==> config.mk <==
export PLATFORM = sky130hd
export DESIGN_NAME = ext_irq_capture
export DESIGN_NICKNAME = d
export VERILOG_FILES = /design/src/rtl/ecap_pkg.sv /design/src/rtl/ecap_sync.sv /design/src/rtl/ecap_mode_regs.sv /design/src/rtl/ecap_line_detect.sv /design/src/rtl/ext_irq_capture.sv
export SDC_FILE = /design/constraint.sdc
export NUM_CORES = 1
export LEC_CHECK = 0
export BUFFER_PORTS_ARGS = -buffer_cell sky130_fd_sc_hd__buf_2
export CAP_MARGIN = 10
export CORE_UTILIZATION = 37
export CTS_BUF_LIST = sky130_fd_sc_hd__clkbuf_2
export CTS_CLUSTER_DIAMETER = 100
export DETAILED_ROUTE_END_ITERATION = 6
export GPL_ROUTABILITY_DRIVEN = 0
export GPL_TIMING_DRIVEN = 1
export HOLD_SLACK_MARGIN = 0.1
export SLEW_MARGIN = 20
export SYNTH_ARGS = -nofsm -noshare
export SYNTH_HDL_FRONTEND = slang
export SYNTH_SLANG_ARGS = --single-unit
export TNS_END_PERCENT = 20
==> constraint.sdc <==
create_clock -name clk -period 1.1 [get_ports clk]
set_input_delay 0.055 -clock clk [delete_from_list [all_inputs] [get_ports clk]]
set_output_delay 0.055 -clock clk [all_outputs]
set_load 0.01 [all_outputs]
==> src/rtl/ecap_pkg.sv <==
package ecap_pkg;

  localparam int TRIG_W = 2;

  typedef enum logic [TRIG_W-1:0] {
    TRIG_LOW  = 2'd0,
    TRIG_HIGH = 2'd1,
    TRIG_RISE = 2'd2,
    TRIG_FALL = 2'd3
  } trig_mode_t;

  // Both edge codes share the upper bit.
  function automatic logic trig_is_edge(input logic [TRIG_W-1:0] mode);
    return (mode == TRIG_RISE) || (mode == TRIG_FALL);
  endfunction

  // Request decision for one line from current and previous sample.
  function automatic logic trig_fire(input logic [TRIG_W-1:0] mode,
                                     input logic cur,
                                     input logic prev);
    if (trig_is_edge(mode))
      return cur ^ prev;
    else
      return cur;
  endfunction

endpackage

==> src/rtl/ecap_sync.sv <==
module ecap_sync #(
  parameter int WIDTH  = 8,
  parameter int STAGES = 2
) (
  input  logic             clk,
  input  logic             rst_n,
  input  logic [WIDTH-1:0] din,
  output logic [WIDTH-1:0] dout
);

  logic [WIDTH-1:0] stage_q [STAGES];

  always_ff @(posedge clk or negedge rst_n) begin
    if (!rst_n) begin
      for (int s = 0; s < STAGES; s++) stage_q[s] <= '0;
    end else begin
      stage_q[0] <= din;
      for (int s = 1; s < STAGES; s++) stage_q[s] <= stage_q[s-1];
    end
  end

  assign dout = stage_q[STAGES-1];

endmodule

==> src/rtl/ecap_mode_regs.sv <==
module ecap_mode_regs
  import ecap_pkg::*;
#(
  parameter int NUM_BYTES = 2,
  parameter int ADDR_W    = 2
) (
  input  logic                   clk,
  input  logic                   rst_n,
  input  logic                   we,
  input  logic [ADDR_W-1:0]      addr,
  input  logic [7:0]             wdata,
  output logic [7:0]             rdata,
  output logic [NUM_BYTES*8-1:0] modes_flat
);

  localparam int FIELDS_PER_BYTE = 8 / TRIG_W;
  localparam logic [7:0] RESET_BYTE = {FIELDS_PER_BYTE{TRIG_FALL}};

  logic [7:0] mode_q [NUM_BYTES];

  always_ff @(posedge clk or negedge rst_n) begin
    if (!rst_n) begin
      for (int b = 0; b < NUM_BYTES; b++) mode_q[b] <= RESET_BYTE;
    end else if (we) begin
      for (int b = 0; b < NUM_BYTES; b++)
        if (int'(addr) == b) mode_q[b] <= wdata;
    end
  end

  always_comb begin
    rdata = '0;
    for (int b = 0; b < NUM_BYTES; b++)
      if (int'(addr) == b) rdata = mode_q[b];
  end

  genvar gb;
  generate
    for (gb = 0; gb < NUM_BYTES; gb++) begin : g_flat
      assign modes_flat[gb*8 +: 8] = mode_q[gb];
    end
  endgenerate

endmodule

==> src/rtl/ecap_line_detect.sv <==
module ecap_line_detect
  import ecap_pkg::*;
(
  input  logic              clk,
  input  logic              rst_n,
  input  logic              cur,
  input  logic [TRIG_W-1:0] mode,
  output logic              prev_q,
  output logic              req
);

  always_ff @(posedge clk or negedge rst_n) begin
    if (!rst_n) prev_q <= 1'b0;
    else        prev_q <= cur;
  end

  assign req = trig_fire(mode, cur, prev_q);

endmodule

==> src/rtl/ext_irq_capture.sv <==
module ext_irq_capture
  import ecap_pkg::*;
#(
  parameter int NUM_LINES   = 8,
  parameter int ADDR_W      = 2,
  parameter int SYNC_STAGES = 2
) (
  input  logic                 clk,
  input  logic                 rst_n,
  input  logic [NUM_LINES-1:0] irq_lines,
  input  logic                 cfg_we,
  input  logic [ADDR_W-1:0]    cfg_addr,
  input  logic [7:0]           cfg_wdata,
  output logic [7:0]           cfg_rdata,
  output logic [NUM_LINES-1:0] line_sampled,
  output logic [NUM_LINES-1:0] req_set
);

  localparam int FIELDS_PER_BYTE = 8 / TRIG_W;
  localparam int NUM_BYTES = (NUM_LINES + FIELDS_PER_BYTE - 1) / FIELDS_PER_BYTE;

  // Named internal events, visible to the bound checker.
  logic [NUM_LINES-1:0]   sync_lines;
  logic [NUM_LINES-1:0]   cache_lines;
  logic [NUM_LINES-1:0]   edge_mode;
  logic [NUM_BYTES*8-1:0] modes_flat;

  ecap_sync #(.WIDTH(NUM_LINES), .STAGES(SYNC_STAGES)) u_sync (
    .clk  (clk),
    .rst_n(rst_n),
    .din  (irq_lines),
    .dout (sync_lines)
  );

  ecap_mode_regs #(.NUM_BYTES(NUM_BYTES), .ADDR_W(ADDR_W)) u_regs (
    .clk       (clk),
    .rst_n     (rst_n),
    .we        (cfg_we),
    .addr      (cfg_addr),
    .wdata     (cfg_wdata),
    .rdata     (cfg_rdata),
    .modes_flat(modes_flat)
  );

  genvar gl;
  generate
    for (gl = 0; gl < NUM_LINES; gl++) begin : g_line
      logic [TRIG_W-1:0] line_mode;
      assign line_mode     = modes_flat[gl*TRIG_W +: TRIG_W];
      assign edge_mode[gl] = trig_is_edge(line_mode);
      ecap_line_detect u_det (
        .clk   (clk),
        .rst_n (rst_n),
        .cur   (sync_lines[gl]),
        .mode  (line_mode),
        .prev_q(cache_lines[gl]),
        .req   (req_set[gl])
      );
    end
  endgenerate

  assign line_sampled = sync_lines;

endmodule

After elaboration in Yosys (flattened, before gate mapping)
Index checks and enable logic that the tools add are counted.

Reductions and logical operators: 11. Shift operators: 0. Order comparisons: 0. Multiply operators: 0. Muxes and demuxes: 10. Bitwise operators: 8. Add/sub/neg operators: 0. Divide/modulo/power cells: 0. Equal/unequal tests: 17.

Operator list (count): $eq A2 B2 Y1 const B (17); $mux W8 (2); $logic_or A1 B1 Y1 (8); $mux W1 (8); $xor A1 B1 Y1 (8); $reduce_and A2 Y1 (2); $logic_not A2 Y1 (1).

Bits of input ports: 21. Logic and storage cells: 58. Memories: 0. Register bits after elaboration: 40. Output and inout port bits: 24. RAM bits: 0. Bits in read-only memories: 0. Latch bits: 0.

Longest topological paths before layout
Gate-level depths: netlist (run 1).

Depth in word-level cells: 3. Gate-level depth with buffers: 3. Mapped depth without buffers: 2.

By module
Synthesis (run 1) repeated with hierarchy kept, for this count alone.

Cells, all modules: 100. Area, all modules: 1517.7 um^2.

Modules (own cells, without submodules): ecap_mode_regs (times used 1, sequential area each 420.4 um^2, cells an instance 52, area an instance 757.0 um^2); ecap_sync (times used 1, sequential area each 400.4 um^2, cells an instance 24, area an instance 460.4 um^2); ecap_line_detect (times used 8, sequential area each 25.0 um^2, cells an instance 3, area an instance 37.5 um^2).

Least setup slack after synthesis (run 1)
Ideal clock, no wire load.

Path type: in2reg. Start: input cfg_addr[0]. End: register u_regs.mode_q (netlist bit u_regs.modes_flat[0]). Stages on the path: 3. Data required time: 1.018 ns. Setup slack: 0.135 ns. Data arrival time: 0.883 ns. Library setup time: 0.082 ns. Buffers on the path: 1. Cell sequence: buf_6 -> nor3b_4 -> mux2_2.

Longest elaborated chain between the ends: 2.

RTL lines: from (decl) (RTL line ext_irq_capture.sv:12) `input logic [ADDR_W-1:0] cfg_addr,`; $logic_not A2 Y1 (RTL line ecap_mode_regs.sv:26) `if (int'(addr) == b) mode_q[b] <= wdata;`; $reduce_and A2 Y1 (no source line); to (decl) (RTL line ecap_mode_regs.sv:19) `logic [7:0] mode_q [NUM_BYTES];`.

No other way between the ends. A chain may end at the register's enable or synchronous reset.

Final worst setup path (run 1)
Start: register u_regs.mode_q (netlist bit u_regs.modes_flat[5]). End: output req_set[2].

Longest elaborated chain between the ends: 3. Elaborated cells on any way between the ends: 4. Those cells by class: eq/ne (2); mux (1); reduce/logical (1).

RTL lines: $eq A2 B2 Y1 (RTL line ecap_pkg.sv:14) `return (mode == TRIG_RISE) || (mode == TRIG_FALL);`; $logic_or A1 B1 Y1 * (RTL line ecap_pkg.sv:14); $mux W1 * (RTL line ecap_pkg.sv:21) `if (trig_is_edge(mode))`; to (decl) (RTL line ext_irq_capture.sv:16) `output logic [NUM_LINES-1:0] req_set`.

Mark *: on every way between the ends. The rest lies on a longest branch, timed or not.

==> flow_metrics.env, run 1 <==
export IMPL_status="finished with violations"
export IMPL_violations="negative setup slack"
export IMPL_cp_start_kind="flip-flop"
export IMPL_grt_overflow=0
export IMPL_rows=23
export IMPL_port_buffers=44
export IMPL_busiest_layer="met2"
export IMPL_drv_cap=0
export IMPL_setup_viol=16
export IMPL_crit_arrival_ps=1300
export IMPL_core_um2=4058
export IMPL_gr_usage_met3=0.04899
export IMPL_drive_gt1_frac=0.5879
export IMPL_slew_headroom=0.8621
export IMPL_worst_slack_ps=-258.8
export IMPL_die_x_um=67.43
export IMPL_timing_final_hold_violations=0
export IMPL_synth_area_um2=1584
export IMPL_drc=0
export IMPL_worstSetupEndpointType="output port"
export IMPL_path_max_fanout=3
export IMPL_syn_area_per_cell_um2=14.67
export IMPL_syn_to_final_growth_pct=28.44
export IMPL_max_freq_mhz=736.0
export IMPL_startpoint="u_regs.modes_flat[5]"
export IMPL_clk_pin_slew_ps=200
export IMPL_cts_made_buffers=5
export IMPL_path_cells="nand2_1 -> xnor2_1 -> buf_2"
export IMPL_finalCritPeriodShare=1.235
export IMPL_drtPass1Iterations=3
export IMPL_skew_ps=19.33
export IMPL_via_per_inst=4.377
export IMPL_period_minus_slack_ps=1359
export IMPL_clock_sinks=40
export IMPL_yosysUniqueCellTypes=11
export IMPL_cpPeakStageDelay_ps=590
export IMPL_cp_top_family="flip-flops"
export IMPL_power_density_nw_per_um2=1466
export IMPL_use_met1=0.1443
export IMPL_clock_latency_ps=380
export IMPL_timing_hold_ws_ps=121.5
export IMPL_cts_setup_buffers=0
export IMPL_yosysWarnings=0
export IMPL_grt_pass1_wl_um=4202
export IMPL_dp_hpwl_um=1784
export IMPL_grt_max_degree=41
export IMPL_crit_buf_inv=1
export IMPL_tightest_slew_ps=206.9
export IMPL_finalNetCount=185
export IMPL_rsz0062_at_grt="true"
export IMPL_via_count=941
export IMPL_fillers=368
export IMPL_io_pins=45
export IMPL_routed_wl_um=2597
export IMPL_slowest_stage="dfstp_2"
export IMPL_antenna_found_initial=0
export IMPL_worst_ep_required_time_ps=1040
export IMPL_layout_common_cells="44 x buf_2, 24 x dfrtp_1, 17 x dlygate4sd3_1"
export IMPL_htree_levels=2
export IMPL_drt_iter0_markers=22
export IMPL_dieArea_um2=4547
export IMPL_grt_use_total=0.1332
export IMPL_start_util=0.3904
export IMPL_syn_inst=108
export IMPL_cts_root_buf="clkbuf_2"
export IMPL_diodes=0
export IMPL_min_path_type="input pin to asynchronous set/reset pin"
export IMPL_grt_pass1_vias=955
export IMPL_final_core_util=0.5014
export IMPL_slew_viol_final=0
export IMPL_rr_startpoint="u_regs.modes_flat[1]"
export IMPL_layout_commonest_cell="buf_2"
export IMPL_synth_nets=129
export IMPL_use_met2=0.2288
export IMPL_die_y_um=67.43
export IMPL_ys_ff_latch=40
export IMPL_ant_nets=0
export IMPL_ir_worst_vdd_v=0.0006304
export IMPL_p_leak_nw=0.9587
export IMPL_cts_tree="done"
export IMPL_criticalPathCategory="flip-flop to output port"
export IMPL_synth_yosys_seq_area_share=0.6445
export IMPL_wl_per_cell_um=12.08
export IMPL_cts_path_max_buffers=2
-- per-stage QoR --
step	power (W)	instances	area [um^2]	setup TNS (ps)	setup slack, ps
finish	0.002983	215	2034	-3564	-258.8
global route	0.003166	215	2034	-5363	-367.7
CTS	0.003020	215	2012	-4281	-306.0
detailed placement	0.002354	190	1794	0	128.5
global placement	0.002331	190	1794	0	146.0
floorplan	0.002200	108	1584	0	134.7
-- where the power goes --
part / internal, W / leakage [nW] / switching (W) / total, W
clock network: 0.000153 / 0.0281 / 0.000445 / 0.000598
logic: 0.000332 / 0.483 / 0.000248 / 0.000580
registers: 0.00171 / 0.448 / 0.0000953 / 0.00180
-- repair_timing --
| action | 4_1_cts | 5_1_grt |
|---|---|---|
| hold buffers | 17 | 0 |
| endpoints found under the setup margin | 16 | 18 |
| resized for setup | 4 | 3 |
| pin swaps | 0 | 0 |
| hold endpoints to repair | 64 | 0 |
-- registers in the layout, indices dropped and copies added, names as in the netlist --
name	cells
g_line.u_det.prev_q	8
u_regs.modes_flat	16
u_sync.dout	8
u_sync.stage_q	8
-- per-layer routing --
layer,share of wire,wire [um]
met5,0,0
met4,0.014,36
met3,0.059,152
met2,0.52,1352
met1,0.41,1056
-- final cells by class --
cell class / instances / area [um^2] / share of cell area
flip-flops and latches: 40 / 1021 / 0.5018
clock buffers: 6 / 30.03 / 0.01476
repair buffers: 67 / 460.4 / 0.2263
clock inverters: 2 / 7.507 / 0.003690
well taps: 50 / 62.56 / 0.03075
multi-input cells: 50 / 452.9 / 0.2226
-- logic make-up (layout without fill, tap and decap cells) --
logic type / count (synthesis) / after routing / share of synthesized area
AND/OR/NAND/NOR: 18 / 18 / 0.05687
buffers and inverters: 18 / 75 / 0.09005
XOR/XNOR: 8 / 8 / 0.04424
flip-flops: 40 / 40 / 0.6446
multiplexers: 24 / 24 / 0.1643
-- cell usage after synthesis --
master,instances,share of area
buf_4,16,0.076
nand2_1,8,0.019
mux2_2,16,0.11
nor2_1,8,0.019
dfrtp_1,24,0.38
nor3b_4,1,0.012
buf_6,2,0.014
nand3b_2,1,0.0071
dfstp_2,16,0.27
xnor2_1,8,0.044
mux2i_1,8,0.051
-- tightest hold or removal path, stage by stage --
cell	delay, ps
dlygate4sd3_1	520
buf_2	120
buf_12	220
-- path summary, 6_finish.rpt --
| check | endpoint | slack, ps | cells past startpoint |
|---|---|---|---|
| min | u_sync.stage_q[13] | 120 | 3 |
| max reg2reg | u_regs.modes_flat[1] | 330 | 1 |
| max in group asynchronous | u_regs.modes_flat[13] | 690 | 3 |
| max | req_set[2] | -260 | 3 |
| min in group clk | u_regs.modes_flat[0] | 200 | 4 |
| min reg2reg | u_sync.dout[3] | 370 | 0 |
No activity file was read; power rests on OpenSTA's default activity.
==> run 2, diff against run 1 <==
--- a/config.mk
+++ b/config.mk
@@ -5,6 +5,7 @@
 export SDC_FILE = /design/constraint.sdc
 export NUM_CORES = 1
 export LEC_CHECK = 0
+export ABC_AREA = 1
 export BUFFER_PORTS_ARGS = -buffer_cell sky130_fd_sc_hd__buf_2
 export CAP_MARGIN = 10
 export CORE_UTILIZATION = 37
==> run 2 against run 1 <==
The run ends with design-rule violations, negative setup slack left. Highest routed layer unchanged. Sequential power hardly changed. Wire length is 38% higher. Sequential share of layout area is 4.4 points lower. Critical endpoint is now req_set[7].
==> flow_metrics.env, run 2 <==
export IMPL_violations="design-rule violations, negative setup slack"
export IMPL_clock_sinks=40
export IMPL_synth_edf_count=0
export IMPL_synth_nets=207
export IMPL_synth_top_family_by_area="simple AND/OR/NAND/NOR gates"
export IMPL_synthTopCellsByArea="dfrtp_1 34%, dfstp_2 24%, nand2_1 15%"
export IMPL_dieArea_um2=5010
export IMPL_placed_cell_area_um2=1882
export IMPL_reg2reg_depth=2
export IMPL_yosysMostFrequentCell="nand2_1"
export IMPL_grt_pass1_vias=1291
export IMPL_core_um2=4444
export IMPL_io_pins=45
export IMPL_largest_reg_flops=16
export IMPL_startpoint="u_regs.modes_flat[15]"
export IMPL_worstSetupEndpointType="output port"
export IMPL_slowest_stage="dfstp_2"
export IMPL_drc=10
export IMPL_path_max_fanout=4
export IMPL_rsz0062_at_grt="true"
export IMPL_port_buffers=44
export IMPL_power_density_nw_per_um2=1413
export IMPL_fin_area_um2=2228
export IMPL_yosysTopAreaCell="dfrtp_1"
export IMPL_reg2reg_setup_slack_ps=340
export IMPL_worst_slack_ps=-252.0
export IMPL_yosysWarnings=0
export IMPL_grt_use_total=0.1574
export IMPL_htree_levels=2
export IMPL_routed_wl_um=3580
export IMPL_synth_compound_area_frac=0
export IMPL_clk_pin_slew_ps=200
export IMPL_diodes=0
export IMPL_yosysUniqueCellTypes=14
export IMPL_layout_commonest_cell="nand2_1"
export IMPL_synth_xor_area_share=0
export IMPL_timing_final_hold_violations=0
export IMPL_dp_cells=261
export IMPL_fin_cells=294
export IMPL_tightest_slew_ps=541.5
export IMPL_rows=24
export IMPL_synth_top_cell_area_share=0.3431
export IMPL_syn_area_per_cell_um2=9.411
export IMPL_cpPeakStageDelay_ps=600
export IMPL_syn_to_final_growth_pct=27.31
export IMPL_antenna_found_initial=0
export IMPL_setup_viol=16
export IMPL_clock_latency_ps=380
export IMPL_reg2reg_to="u_regs.modes_flat[5]"
export IMPL_cp_common_cell="nand2_1"
export IMPL_finalNetCount=262
export IMPL_rr_startpoint="u_regs.modes_flat[5]"
export IMPL_fillers=434
export IMPL_ir_worst_vdd_v=0.0007308
export IMPL_max_freq_mhz=739.7
export IMPL_synthArstFlopShare=1.000
export IMPL_die_y_um=70.78
export IMPL_via_count=1390
export IMPL_cts_setup_buffers=0
export IMPL_worst_ep_required_time_ps=1040
export IMPL_cts_root_buf="clkbuf_2"
export IMPL_min_path_type="input pin to asynchronous set/reset pin"
export IMPL_criticalPathCategory="flip-flop to output port"
export IMPL_path_cells="nand2_1 -> nand2_1 -> nand2_1 -> inv_1 -> buf_2"
export IMPL_grt_max_degree=41
export IMPL_drv_cap=0
export IMPL_skew_ps=12.63
export IMPL_seq_area_um2=1021
export IMPL_ys_top_cells_by_count="72 x nand2_1, 24 x dfrtp_1, 23 x nand3_1, 18 x buf_4"
export IMPL_layout_common_cells="70 x nand2_1, 43 x buf_2, 24 x dfrtp_1"
export IMPL_syn_inst=186
export IMPL_p_leak_nw=1.187
export IMPL_yosys_mux_area_fraction=0
export IMPL_finalCritPeriodShare=1.229
export IMPL_cts_made_buffers=5
export IMPL_synth_yosys_seq_area_share=0.5833
export IMPL_dp_hpwl_um=2099
export IMPL_ys_ff_latch=40
export IMPL_drtPass1Iterations=6
export IMPL_status="finished with violations"
export IMPL_cp_start_kind="flip-flop"
export IMPL_drt_iter0_markers=116
export IMPL_grt_pass1_wl_um=6009
export IMPL_synth_fa_ha_area_frac=0
export IMPL_start_util=0.3939
export IMPL_grt_overflow=0
export IMPL_crit_arrival_ps=1300
export IMPL_cts_path_max_buffers=2
export IMPL_wl_per_cell_um=12.18
export IMPL_ant_nets=0
export IMPL_synth_area_um2=1750
export IMPL_period_minus_slack_ps=1352
export IMPL_slew_viol_final=0
export IMPL_die_x_um=70.78
export IMPL_drive_gt1_frac=0.3264
export IMPL_slew_headroom=0.6378
export IMPL_synth_top_flop_cell="dfrtp_1"
export IMPL_pre_cts_slack_ps=94.36
export IMPL_via_per_inst=4.728
export IMPL_multiInputGateArea_um2=509.2
export IMPL_synth_simple_area_share=0.2795
export IMPL_cts_tree="done"
[run 2: changes by cell type after synthesis, sizes merged, moves of 7 or more]
| cell | delta |
|---|---|
| mux2 | -16 |
| xnor2 | -8 |
| nand4 | +8 |
| inv | +17 |
| nand3 | +25 |
| nand2 | +65 |
| mux2i | -8 |
| nor2 | -7 |
[run 2: worst max-delay path by stage]
stage / end / slack (ps) / cells after the start
2_1_floorplan: req_set[4] / 250 / 4
3_3_place_gp: u_regs.modes_flat[1] / 80 / 5
3_5_place_dp: u_regs.modes_flat[1] / 90 / 5
4_1_cts: req_set[7] / -290 / 5
5_1_grt: req_set[7] / -420 / 5
6_report: req_set[7] / -250 / 5
[run 2: kinds of logic (layout without fill, tap and decap cells)]
family | Yosys count | in the layout
simple gates | 107 | 107
flops | 40 | 40
buf+inv | 39 | 95
[run 2: critical path: cells and delay by family, from the launching register on]
kind / cells / cell delay (ps)
buf+inv: 2 / 170
flops: 1 / 600
simple gates: 3 / 140
[run 2: power breakdown]
| group | internal, W | switching [W] |
|---|---|---|
| Combinational | 0.000237 | 0.000286 |
| Clock | 0.000391 | 0.000454 |
| Sequential | 0.00168 | 0.000100 |
| Total | 0.00231 | 0.000841 |
[run 2: repair_timing]
action,CTS,global route
hold endpoints to repair,64,0
setup endpoints to repair,16,36
hold buffers,25,0
gates cloned,0,0
resized for setup,5,3
pin swaps,8,1
[run 2: layer usage]
layer | GRT usage | wire (um) | vias to the layer above
met1 | 0.2155 | 1682 | 665
li1 | - | - | 676
met5 | 0 | 0 | -
met2 | 0.2393 | 1660 | 44
met3 | 0.04701 | 203 | 5
met4 | 0.05556 | 34 | 0
[run 2: final cells by class]
class | instances | area share
clock inverters | 2 | 0.01572
repair buffers | 70 | 0.2252
well taps | 52 | 0.02920
clock buffers | 6 | 0.01348
inverters | 17 | 0.02976
flip-flops and latches | 40 | 0.4582
multi-input cells | 107 | 0.2285
[run 2: per-stage QoR]
step                      total power [W]  hold WS (ps)  utilization  setup TNS (ps)
final                            0.003150         148.1       0.5014           -3346
after CTS                        0.003197         114.8       0.4997           -3968
after global routing             0.003363         104.8       0.5014           -5602
after global placement           0.002239         45.03       0.4234               0
after floorplan                  0.002116        -240.6            -               0
after detailed placement         0.002248         44.33       0.4234               0
==> run 3, diff against run 2 <==
--- a/config.mk
+++ b/config.mk
@@ -8,14 +8,14 @@
 export ABC_AREA = 1
 export BUFFER_PORTS_ARGS = -buffer_cell sky130_fd_sc_hd__buf_2
 export CAP_MARGIN = 10
-export CORE_UTILIZATION = 37
+export CORE_UTILIZATION = 50
 export CTS_BUF_LIST = sky130_fd_sc_hd__clkbuf_2
 export CTS_CLUSTER_DIAMETER = 100
 export DETAILED_ROUTE_END_ITERATION = 6
 export GPL_ROUTABILITY_DRIVEN = 0
 export GPL_TIMING_DRIVEN = 1
 export HOLD_SLACK_MARGIN = 0.1
-export SLEW_MARGIN = 20
+export PLACE_DENSITY = 0.76
 export SYNTH_ARGS = -nofsm -noshare
 export SYNTH_HDL_FRONTEND = slang
 export SYNTH_SLANG_ARGS = --single-unit
==> constraint.sdc (replaced) <==
create_clock -name clk -period 1.7 [get_ports clk]
set_input_delay 0.085 -clock clk [delete_from_list [all_inputs] [get_ports clk]]
set_output_delay 0.085 -clock clk [all_outputs]
set_load 0.01 [all_outputs]
==> run 3 against run 2 <==
The run now ends clean. Global-route usage grew 3.2 points. Critical path type is now input pin to flip-flop. Combinational power decreased by 38%. Clock skew down 1.8 ps. Wire length decreased by 8.5%. Flip-flop and latch count stayed put. First-iteration DRC count fell by 70%. Via count decreased by 2.7%. Final cell count decreased by 1.4%. Clock-buffer cell count fell by 1. Sequential power down 35%. Non-clock buffer count is 2 higher.
==> flow_metrics.env, run 3 (same netlist as run 2, synthesis figures left out) <==
export IMPL_finalCritPeriodShare=0.8694
export IMPL_start_util=0.5246
export IMPL_skew_ps=10.80
export IMPL_io_pins=45
export IMPL_finalSetupTns_ps=0
export IMPL_cts_setup_buffers=0
export IMPL_grt_max_degree=24
export IMPL_die_x_um=61.17
export IMPL_dieArea_um2=3742
export IMPL_grt_pass1_vias=1183
export IMPL_startpoint="cfg_addr[1]"
export IMPL_tightest_slew_ps=492.0
export IMPL_cts_made_buffers=5
export IMPL_hp_start="cfg_addr[0]"
export IMPL_slew_viol_final=0
export IMPL_p_leak_nw=1.143
export IMPL_fillers=278
export IMPL_setup_viol=0
export IMPL_grt_pass1_wl_um=5016
export IMPL_largest_reg_flops=16
export IMPL_die_y_um=61.17
export IMPL_timing_final_hold_violations=0
export IMPL_rows=21
export IMPL_worst_ep_required_time_ps=2030
export IMPL_slew_headroom=0.6720
export IMPL_p_total_w=0.001853
export IMPL_drtPass1Iterations=4
export IMPL_ir_worst_vdd_v=0.0005153
export IMPL_wl_per_cell_um=11.30
export IMPL_layout_commonest_cell="nand2_1"
export IMPL_diodes=0
export IMPL_reg2reg_depth=2
export IMPL_dp_hpwl_um=2113
export IMPL_clk_pin_slew_ps=190
export IMPL_final_core_util=0.6498
export IMPL_routed_wl_um=3277
export IMPL_cts_root_buf="clkbuf_2"
export IMPL_hold_depth=3
export IMPL_cp_start_kind="input pin"
export IMPL_antenna_found_initial=0
export IMPL_core_um2=3337
export IMPL_syn_to_final_growth_pct=23.87
export IMPL_clock_latency_ps=370
export IMPL_drc=0
export IMPL_port_buffers=44
export IMPL_power_density_nw_per_um2=854.5
export IMPL_crit_arrival_ps=1800
export IMPL_via_count=1353
export IMPL_drive_gt1_frac=0.3033
export IMPL_drt_iter0_markers=35
export IMPL_layout_common_cells="72 x nand2_1, 44 x buf_2, 26 x dlygate4sd3_1"
export IMPL_reg2reg_to="u_regs.modes_flat[13]"
export IMPL_path_max_fanout=17
export IMPL_rr_startpoint="u_regs.modes_flat[13]"
export IMPL_cts_path_max_buffers=2
export IMPL_worstSetupEndpointType="flip-flop"
export IMPL_ant_nets=0
export IMPL_grt_overflow=0
export IMPL_cts_tree="done"
export IMPL_rsz0062_at_grt="false"
export IMPL_finalNetCount=264
export IMPL_period_minus_slack_ps=1478
export IMPL_criticalPathCategory="input pin to flip-flop"
export IMPL_max_freq_mhz=676.6
export IMPL_hold_path_end="u_regs.modes_flat[14]"
export IMPL_clock_sinks=40
export IMPL_status="finished clean"
export IMPL_grt_use_total=0.1893
export IMPL_htree_levels=2
export IMPL_reg2reg_setup_slack_ps=920
export IMPL_drv_cap=0
export IMPL_via_per_inst=4.666
export IMPL_min_path_type="input pin to flip-flop"
-- run 3: cell types whose count changed in the layout (fill, tap and decap cells not counted), moves of 2 or more --
cell / previous run / this run
buf_4: 0 / 2
dlygate4sd3_1: 23 / 26
dlymetal6s4s_1: 2 / 0
nand2_1: 70 / 72
nand2_2: 3 / 1
nand3_1: 20 / 23
nand3_2: 4 / 1
-- run 3: layout make-up --
class	instances	area (um^2)	area share
repair buffers	72	495.5	0.2285
well taps	46	57.56	0.02654
clock inverters	3	13.76	0.006347
clock buffers	5	25.02	0.01154
flip-flops and latches	40	1021	0.4709
multi-input cells	107	489.2	0.2256
inverters	17	66.31	0.03058
-- run 3: per-stage QoR --
step,instances,cell area (um^2),setup WS [ps],hold WS (ps)
after floorplan,186,1750,818.7,-210.6
after global placement,256,1869,735.4,76.98
after detailed placement,256,1869,726.0,77.83
after CTS,290,2168,297.8,102.9
after global routing,290,2168,196.4,121.2
final,290,2168,222.0,126.2
-- run 3: what timing repair did --
action                    CTS  global route
hold buffers               26             0
gates resized for setup     0             0
hold endpoints to repair   51             0
-- run 3: per-layer routing --
layer,up-vias,global-route usage,share of wire
met5,-,0,0
met2,34,0.3028,0.49
met3,9,0.04412,0.034
met4,0,0.09740,0.021
li1,680,-,-
met1,630,0.2413,0.45
-- run 3: power breakdown --
| group | total (W) | switching [W] | internal, W |
|---|---|---|---|
| sequential | 0.00115 | 0.0000648 | 0.00109 |
| clock | 0.000378 | 0.000285 | 0.0000924 |
| combinational | 0.000323 | 0.000179 | 0.000145 |
-- run 3: worst max path at each step --
stage                                end  cells after the start
floorplan                     req_set[4]                      4
global placement    u_regs.modes_flat[2]                      5
detailed placement  u_regs.modes_flat[6]                      5
CTS                           req_set[7]                      5
global route        u_regs.modes_flat[3]                      6
finish              u_regs.modes_flat[7]                      6
-- run 3: critical path: stages --
cell	delay, ps
dlygate4sd3_1	530
buf_2	170
nor2_8	240
nand3_1	110
dlygate4sd3_1	590
nand2_1	70
